**config.mk**
```make
export PLATFORM = sky130hd
export DESIGN_NAME = i2c_byte_shifter
export DESIGN_NICKNAME = d
export VERILOG_FILES = /design/src/rtl/i2c_shift_pkg.sv /design/src/rtl/bit_sync.sv /design/src/rtl/addr_compare.sv /design/src/rtl/byte_shift_core.sv /design/src/rtl/i2c_byte_shifter.sv
export SDC_FILE = /design/constraint.sdc
export NUM_CORES = 1
export LEC_CHECK = 0
export ABC_AREA = 1
export BUFFER_PORTS_ARGS = -buffer_cell sky130_fd_sc_hd__buf_2
export CAP_MARGIN = 20
export CELL_PAD_IN_SITES_DETAIL_PLACEMENT = 1
export CELL_PAD_IN_SITES_GLOBAL_PLACEMENT = 2
export CORE_MARGIN = 2
export CORE_UTILIZATION = 30
export CTS_BUF_LIST = sky130_fd_sc_hd__clkbuf_4 sky130_fd_sc_hd__clkbuf_8
export CTS_CLUSTER_DIAMETER = 40
export DETAILED_ROUTE_END_ITERATION = 8
export GPL_TIMING_DRIVEN = 0
export PLACE_DENSITY_LB_ADDON = 0.1
export SYNTH_ARGS = -nofsm -noshare
export SYNTH_HDL_FRONTEND = slang
export SYNTH_SLANG_ARGS = --single-unit
```
**constraint.sdc**
```tcl
create_clock -name clk -period 2.1 [get_ports clk]
set_input_delay 0 -clock clk [delete_from_list [all_inputs] [get_ports clk]]
set_output_delay 0 -clock clk [all_outputs]
set_load 0.005 [all_outputs]
```
**src/rtl/i2c_shift_pkg.sv**
```systemverilog
// Package: shared types for the byte shift engine.
// Assumes: nothing beyond IEEE 1800-2017.
package i2c_shift_pkg;
    typedef enum logic [1:0] {
        SH_IDLE = 2'd0,
        SH_PEND = 2'd1,
        SH_RUN  = 2'd2
    } sh_state_t;
endpackage

```
**src/rtl/bit_sync.sv**
```systemverilog
// Module: bit_sync
// Carries one asynchronous level into the clk domain through a chain of flops.
// Assumes: STAGES >= 2; the input holds each level for several clk cycles.
module bit_sync #(
    parameter int   STAGES  = 2,
    parameter logic RST_VAL = 1'b1
) (
    input  logic clk,
    input  logic rst_n,
    input  logic d_async,
    output logic q_sync
);
    logic [STAGES-1:0] chain;

    // Shift the raw level through the synchronizer chain.
    always_ff @(posedge clk) begin
        if (!rst_n) chain <= {STAGES{RST_VAL}};
        else        chain <= {chain[STAGES-2:0], d_async};
    end

    assign q_sync = chain[STAGES-1];
endmodule

```
**src/rtl/addr_compare.sv**
```systemverilog
// Module: addr_compare
// Holds the programmable address byte and compares it with the shift register.
// Assumes: the compare is read as a level, so no registering of the result.
module addr_compare #(
    parameter int W = 8
) (
    input  logic         clk,
    input  logic         rst_n,
    input  logic         addr_wr,
    input  logic [W-1:0] addr_wdata,
    input  logic [W-1:0] shift_q,
    output logic         match
);
    logic [W-1:0] addr_q;

    // Load the address register on a write strobe.
    always_ff @(posedge clk) begin
        if (!rst_n)       addr_q <= '0;
        else if (addr_wr) addr_q <= addr_wdata;
    end

    // Report equality of the shifted byte and the address.
    always_comb match = (shift_q == addr_q);

    // a change of address alone (shift register steady) moves match to the new compare
    a_r9_addr_follow: assert property (@(posedge clk) disable iff (!rst_n)
        addr_wr && (addr_wdata == shift_q) && $stable(shift_q) |=> match || !$stable(shift_q));
endmodule

```
**src/rtl/byte_shift_core.sv**
```systemverilog
// Module: byte_shift_core
// Sequences one byte: start qualification, wait holding, MSB-first output on
// SCL falls, capture on SCL rises, bit counting and the sticky done flag.
// Assumes: scl_s and sda_s are already synchronized to clk.
module byte_shift_core
    import i2c_shift_pkg::*;
#(
    parameter int W = 8
) (
    input  logic         clk,
    input  logic         rst_n,
    input  logic         if_en,
    input  logic         wake_mode,
    input  logic         hold_req,
    input  logic         scl_s,
    input  logic         sda_s,
    input  logic         shift_wr,
    input  logic [W-1:0] shift_wdata,
    output logic [W-1:0] shift_q,
    output logic         pull_low,
    output logic         done_flag,
    input  logic         done_clr,
    output logic         busy
);
    localparam int          CW   = (W > 1) ? $clog2(W) : 1;
    localparam logic [CW-1:0] LAST = CW'(W - 1);

    sh_state_t     state;
    logic [CW-1:0] bit_cnt;
    logic          out_bit;
    logic          scl_prev;
    logic          scl_rise;
    logic          scl_fall;
    logic          start;
    logic          byte_done;

    // Remember the previous synchronized SCL for edge detection.
    always_ff @(posedge clk) begin
        if (!rst_n) scl_prev <= 1'b1;
        else        scl_prev <= scl_s;
    end

    // Decode edges, start qualification and end of byte.
    always_comb begin
        scl_rise  = scl_s & ~scl_prev;
        scl_fall  = ~scl_s & scl_prev;
        start     = shift_wr & if_en & (state == SH_IDLE);
        byte_done = (state == SH_RUN) & scl_rise & (bit_cnt == LAST);
    end

    // Main sequencer: load, hold, shift and count.
    always_ff @(posedge clk) begin
        if (!rst_n) begin
            state   <= SH_IDLE;
            shift_q <= '0;
            bit_cnt <= '0;
            out_bit <= 1'b1;
        end else begin
            case (state)
                SH_IDLE: begin
                    if (shift_wr) shift_q <= shift_wdata;
                    if (start) begin
                        bit_cnt <= '0;
                        out_bit <= shift_wdata[W-1];
                        state   <= hold_req ? SH_PEND : SH_RUN;
                    end
                end
                SH_PEND: begin
                    if (!hold_req) state <= SH_RUN;
                end
                SH_RUN: begin
                    if (scl_rise) begin
                        shift_q <= {shift_q[W-2:0], sda_s};
                        bit_cnt <= bit_cnt + 1'b1;
                        if (bit_cnt == LAST) state <= SH_IDLE;
                    end else if (scl_fall) begin
                        out_bit <= shift_q[W-1];
                    end
                end
                default: state <= SH_IDLE;
            endcase
        end
    end

    // Sticky end-of-byte flag; setting wins over clearing.
    always_ff @(posedge clk) begin
        if (!rst_n)         done_flag <= 1'b0;
        else if (byte_done) done_flag <= 1'b1;
        else if (done_clr)  done_flag <= 1'b0;
    end

    // Open-drain control and busy indication.
    always_comb begin
        busy     = (state != SH_IDLE);
        pull_low = busy & ~out_bit & ~wake_mode;
    end

    // the line is never pulled while idle
    a_r8_release_idle: assert property (@(posedge clk) disable iff (!rst_n)
        !busy |-> !pull_low);
    // wake mode always releases the line
    a_r8_wake_release: assert property (@(posedge clk) disable iff (!rst_n)
        wake_mode |-> !pull_low);
    // done flag holds until cleared
    a_r6_flag_sticky: assert property (@(posedge clk) disable iff (!rst_n)
        done_flag && !done_clr |=> done_flag);
    // completing a byte returns to idle
    a_r6_stop_after_byte: assert property (@(posedge clk) disable iff (!rst_n)
        byte_done |=> !busy && done_flag);
    // a write during a transfer does not touch the register except by a shift
    a_r5_busy_write_ignored: assert property (@(posedge clk) disable iff (!rst_n)
        busy && shift_wr && !scl_rise |=> $stable(shift_q));
    // nothing shifts while pending
    a_r7_pending_frozen: assert property (@(posedge clk) disable iff (!rst_n)
        state == SH_PEND |=> $stable(shift_q) && $stable(bit_cnt));
    // idle with the enable low stays idle
    a_r4_no_start_disabled: assert property (@(posedge clk) disable iff (!rst_n)
        !busy && !if_en |=> !busy);
endmodule

```
**src/rtl/i2c_byte_shifter.sv**
```systemverilog
// Module: i2c_byte_shifter (top)
// Byte shift engine for a two-wire bus: synchronizes SCL/SDA, runs the shift
// core and compares the register with a programmable address.
// Assumes: SCL comes from outside; start/stop and acknowledge are handled elsewhere.
module i2c_byte_shifter #(
    parameter int W       = 8,
    parameter int SYNC_FF = 2
) (
    input  logic         clk,
    input  logic         rst_n,
    input  logic         if_en,
    input  logic         wake_mode,
    input  logic         hold_req,
    input  logic         scl_in,
    input  logic         sda_in,
    output logic         sda_pull_low,
    input  logic         shift_wr,
    input  logic [W-1:0] shift_wdata,
    output logic [W-1:0] shift_rdata,
    input  logic         addr_wr,
    input  logic [W-1:0] addr_wdata,
    output logic         addr_match,
    output logic         done_flag,
    input  logic         done_clr,
    output logic         busy
);
    localparam int NLINES = 2;

    logic [NLINES-1:0] raw_lines;
    logic [NLINES-1:0] sync_lines;

    assign raw_lines = {sda_in, scl_in};

    // One synchronizer per bus line.
    for (genvar g = 0; g < NLINES; g++) begin : g_sync
        bit_sync #(.STAGES(SYNC_FF), .RST_VAL(1'b1)) u_sync (
            .clk    (clk),
            .rst_n  (rst_n),
            .d_async(raw_lines[g]),
            .q_sync (sync_lines[g])
        );
    end

    byte_shift_core #(.W(W)) u_core (
        .clk        (clk),
        .rst_n      (rst_n),
        .if_en      (if_en),
        .wake_mode  (wake_mode),
        .hold_req   (hold_req),
        .scl_s      (sync_lines[0]),
        .sda_s      (sync_lines[1]),
        .shift_wr   (shift_wr),
        .shift_wdata(shift_wdata),
        .shift_q    (shift_rdata),
        .pull_low   (sda_pull_low),
        .done_flag  (done_flag),
        .done_clr   (done_clr),
        .busy       (busy)
    );

    addr_compare #(.W(W)) u_cmp (
        .clk       (clk),
        .rst_n     (rst_n),
        .addr_wr   (addr_wr),
        .addr_wdata(addr_wdata),
        .shift_q   (shift_rdata),
        .match     (addr_match)
    );
endmodule

```
==> out/metrics.json <==
{
  "logic_synthesis": {
    "post_synthesis_sequential_area_ratio_pct": 42.5,
    "synth_area_um2": 1320,
    "syn-mean-instance-area_um2": 7.01,
    "synth-xor-area-share_pct": 3.99,
    "synth_simple_gate_area_share_pct": 34.6,
    "yosys.area_share.adder_pct": 1.90,
    "synth-compound-area-share_pct": 10.1,
    "synth_top_family_by_area": "simple AND/OR/NAND/NOR gates",
    "syn-num-nets": 216,
    "muxShareOfSynthArea_pct": 0,
    "netlist_instances": 188,
    "yosys_warnings": 0,
    "synth_cell_type_count": 24,
    "synth.ff_latch_count": 28
  },
  "sta": {
    "slew_viol_final": 0,
    "finalSetupViolations": 0,
    "clock.fmax_mhz": 757,
    "finalHoldViolCount": 0,
    "final.setup.worst_slack_ns": 0.779,
    "fin_skew_ns": 0.00211,
    "timing.max_slew.rel_slack_pct": 69.1,
    "hold_slack_ns": 0.0372,
    "timing.setup.tns_ns": 0,
    "fin_crit_sh_pct": 62.9,
    "layout_min_cycle_time_ns": 1.32,
    "rsz0062_at_grt": "no",
    "slew_worst_pin_ns": 0.464
  },
  "cells_and_area": {
    "layout.cells.most_common_list": "nand2_1, buf_2, nor2_1",
    "fin_nets": 267,
    "post-route-util_pct": 39.6,
    "ff_latch_area_um2": 561,
    "areaGrowthSynthToFinish_pct": 29.0,
    "area_occupied_by_multi_input_gates_um2": 666,
    "post-route-cell-area_um2": 1700,
    "leading_cell_type_in_the_layout_fill_and_taps_excluded": "nand2_1",
    "num_antenna_cells": 0,
    "layout_cell_share_with_drive_strength_beyond_1_pct": 24.9,
    "fill_cells": 567
  },
  "pwr": {
    "share_comb_of_total_power_pct": 39.8,
    "power.leakage_uw": 0.000853,
    "netSwitchingFraction_pct": 39.6,
    "clock_power_share_pct": 17.2,
    "sequentialPowerShare_pct": 43.0,
    "pwr_density_cell_nw_per_um2": 991,
    "intPower_uw": 1020,
    "vdd_ir_drop_max_mv": 0.258,
    "power.net_switching_uw": 668
  },
  "drt": {
    "wire_per_inst_um": 12.5,
    "remaining_drc_errors": 0,
    "final_antenna_net_count": 0,
    "detail_route.vias_per_cell": 4.53,
    "detailedRoute.firstIterationViolations": 28,
    "routed_wirelength_mm": 3.61,
    "detailroute.wirelength.met3_um": 131,
    "routed.top_layer": "met4",
    "total_routed_wire_length_on_the_met1_layer_mm": 1.75,
    "met2RoutedLength_mm": 1.70,
    "route.vias.total": 1310,
    "detailedRoute.firstPassIterationCount": 4
  },
  "floorplan": {
    "initial_utilization_pct": 30.7,
    "ioPinCount": 38,
    "coreArea_um2": 4290,
    "die_h_um": 70.3,
    "placement_rows": 24,
    "chip_width_um": 70.3,
    "die_area_um2": 4940
  },
  "global_route": {
    "antenna_violations_before_repair": 0,
    "global_route_total_usage_across_every_layer_pct": 15.3,
    "grt_pass1_wl_mm": 5.93,
    "overall_overflow_remaining_after_global_route": 0,
    "grt_max_degree": 15,
    "grt_pass1_vias": 1299
  },
  "place": {
    "port-buffer-count": 37,
    "cell_area_reported_after_detailed_placement_um2": 1570,
    "globalplace.congestion": 0.707,
    "place.detailed.hpwl_mm": 2.77,
    "setup_slack_after_placement_ns": 0.781
  },
  "setup_path": {
    "crit_path_end": "u_core.bit_cnt[2]",
    "arrival_ns": 1.52,
    "cell_count_of_the_worst_reg_to_reg_path": 6,
    "startpoint_type": "flip-flop",
    "worstSetupStartpoint": "u_core.state[1]",
    "worstSetupPathType": "reg -> reg",
    "worst_ep_required_time_ns": 2.30,
    "r2r-end": "u_core.bit_cnt[2]",
    "crit_path_end_kind": "flip-flop",
    "reg2reg_from": "u_core.state[1]",
    "r2r_setup_slack_ns": 0.78,
    "worstPathMaxFanout": 9
  },
  "clock_tree": {
    "htree_num_levels": 1,
    "clockBufferDepth": 2,
    "cts_tree": "yes",
    "post_cts_resize_count": 0,
    "cts_made_buffers": 3,
    "cts.reportedPaths.clkPinSlew_ns": 0.09,
    "cts.sink_count": 28,
    "clk-insertion-delay-late_ns": 0.27,
    "ctsRootBufferMaster": "clkbuf_8"
  },
  "flow_run": {
    "maxCapViolCount": 0
  },
  "min_path": {
    "min-delay-path-class": "in -> reg"
  },
  "outcome": {
    "outcome": "finished, final reports clean"
  }
}
## metal layers
metal | vias up | track usage (%)
met5 | - | 0
met4 | 0 | 4.49
li1 | 685 | -
met3 | 4 | 2.16
met2 | 25 | 25.5
met1 | 596 | 20.4
## cell type report
cell class	count	share of cell area (%)
multi-input cells	139	39.2
flip-flops and latches	28	33.0
repair buffers	46	16.2
inverters	18	4.27
well taps	52	3.83
clock buffers	3	2.43
plain buffers	3	1.10
## synth_stat cells
cell       n  area share, %
buf_4      2            1.1
inv_4      2           0.95
xnor2_1    2            1.3
or2_2      4            1.9
clkinv_1   1           0.28
nand2_4    1           0.85
a21oi_1    6            2.3
nand2_2    4            1.9
dfxtp_1   28             43
clkbuf_1   1           0.28
nand3_1    5            1.9
nor2_4     2            1.7
ha_1       2            1.9
inv_1     14            4.0
o21ai_1    5            1.9
nand2_1   50             14
o21ai_0   14            5.3
nor2_1    33            9.4
o21bai_1   1           0.57
inv_2      1           0.28
nor3_1     2           0.76
xor2_1     4            2.7
nand4_1    1           0.48
nor2_2     3            1.4
## state kept, by name, summed over array words and instances (netlist names)
register             count
u_core.shift_q           8
g_sync.u_sync.chain      4
u_core.bit_cnt           3
u_core.done_flag         1
u_core.state             2
u_core.out_bit           1
u_core.scl_prev          1
u_cmp.addr_q             8
## repair_timing
action,4_1_cts,5_1_grt
endpoints found under the hold margin,9,0
setup buffers,0,0
hold buffers,9,0
## logic make-up (layout without fill, tap and decap cells)
family / after synthesis / in the layout
fa+ha+maj: 2 / 2
xor+xnor: 6 / 6
flops: 28 / 28
buf+inv: 21 / 70
compound gates: 26 / 26
simple gates: 105 / 105
## through the flow
| step | total power [uW] | std cells |
|---|---|---|
| after floorplan | 1170 | 188 |
| after global placement | 1380 | 277 |
| after detailed placement | 1410 | 277 |
| after CTS | 1710 | 289 |
| after global routing | 1830 | 289 |
| final | 1680 | 289 |
## power by group through the flow
stage                     Sequential (uW)  Combinational, uW  Clock [uW]
final                                 725                670         289
after global placement                736                641           0
after global routing                  740                769         322
after CTS                             728                682         301
after floorplan                       718                457           0
after detailed placement              740                665           0
## worst max-delay path: stages (launching register included)
cell	delay, ns
dfxtp_1	0.46
inv_1	0.12
nor2_4	0.23
nand2_2	0.09
nand3_1	0.13
nand2_1	0.07
a21oi_1	0.14
## worst min path at each step
stage                       start                        end  slack (ns)  depth (start not counted)
global placement           sda_in  g_sync[1].u_sync.chain[0]        0.18                          2
detailed placement         sda_in  g_sync[1].u_sync.chain[0]        0.20                          2
floorplan               wake_mode               sda_pull_low        0.03                          1
finish                   hold_req            u_core.state[1]        0.04                          4
CTS                 addr_wdata[3]            u_cmp.addr_q[3]        0.03                          3
global route             hold_req            u_core.state[1]        0.06                          4
No activity file was read; power rests on OpenSTA's default activity.
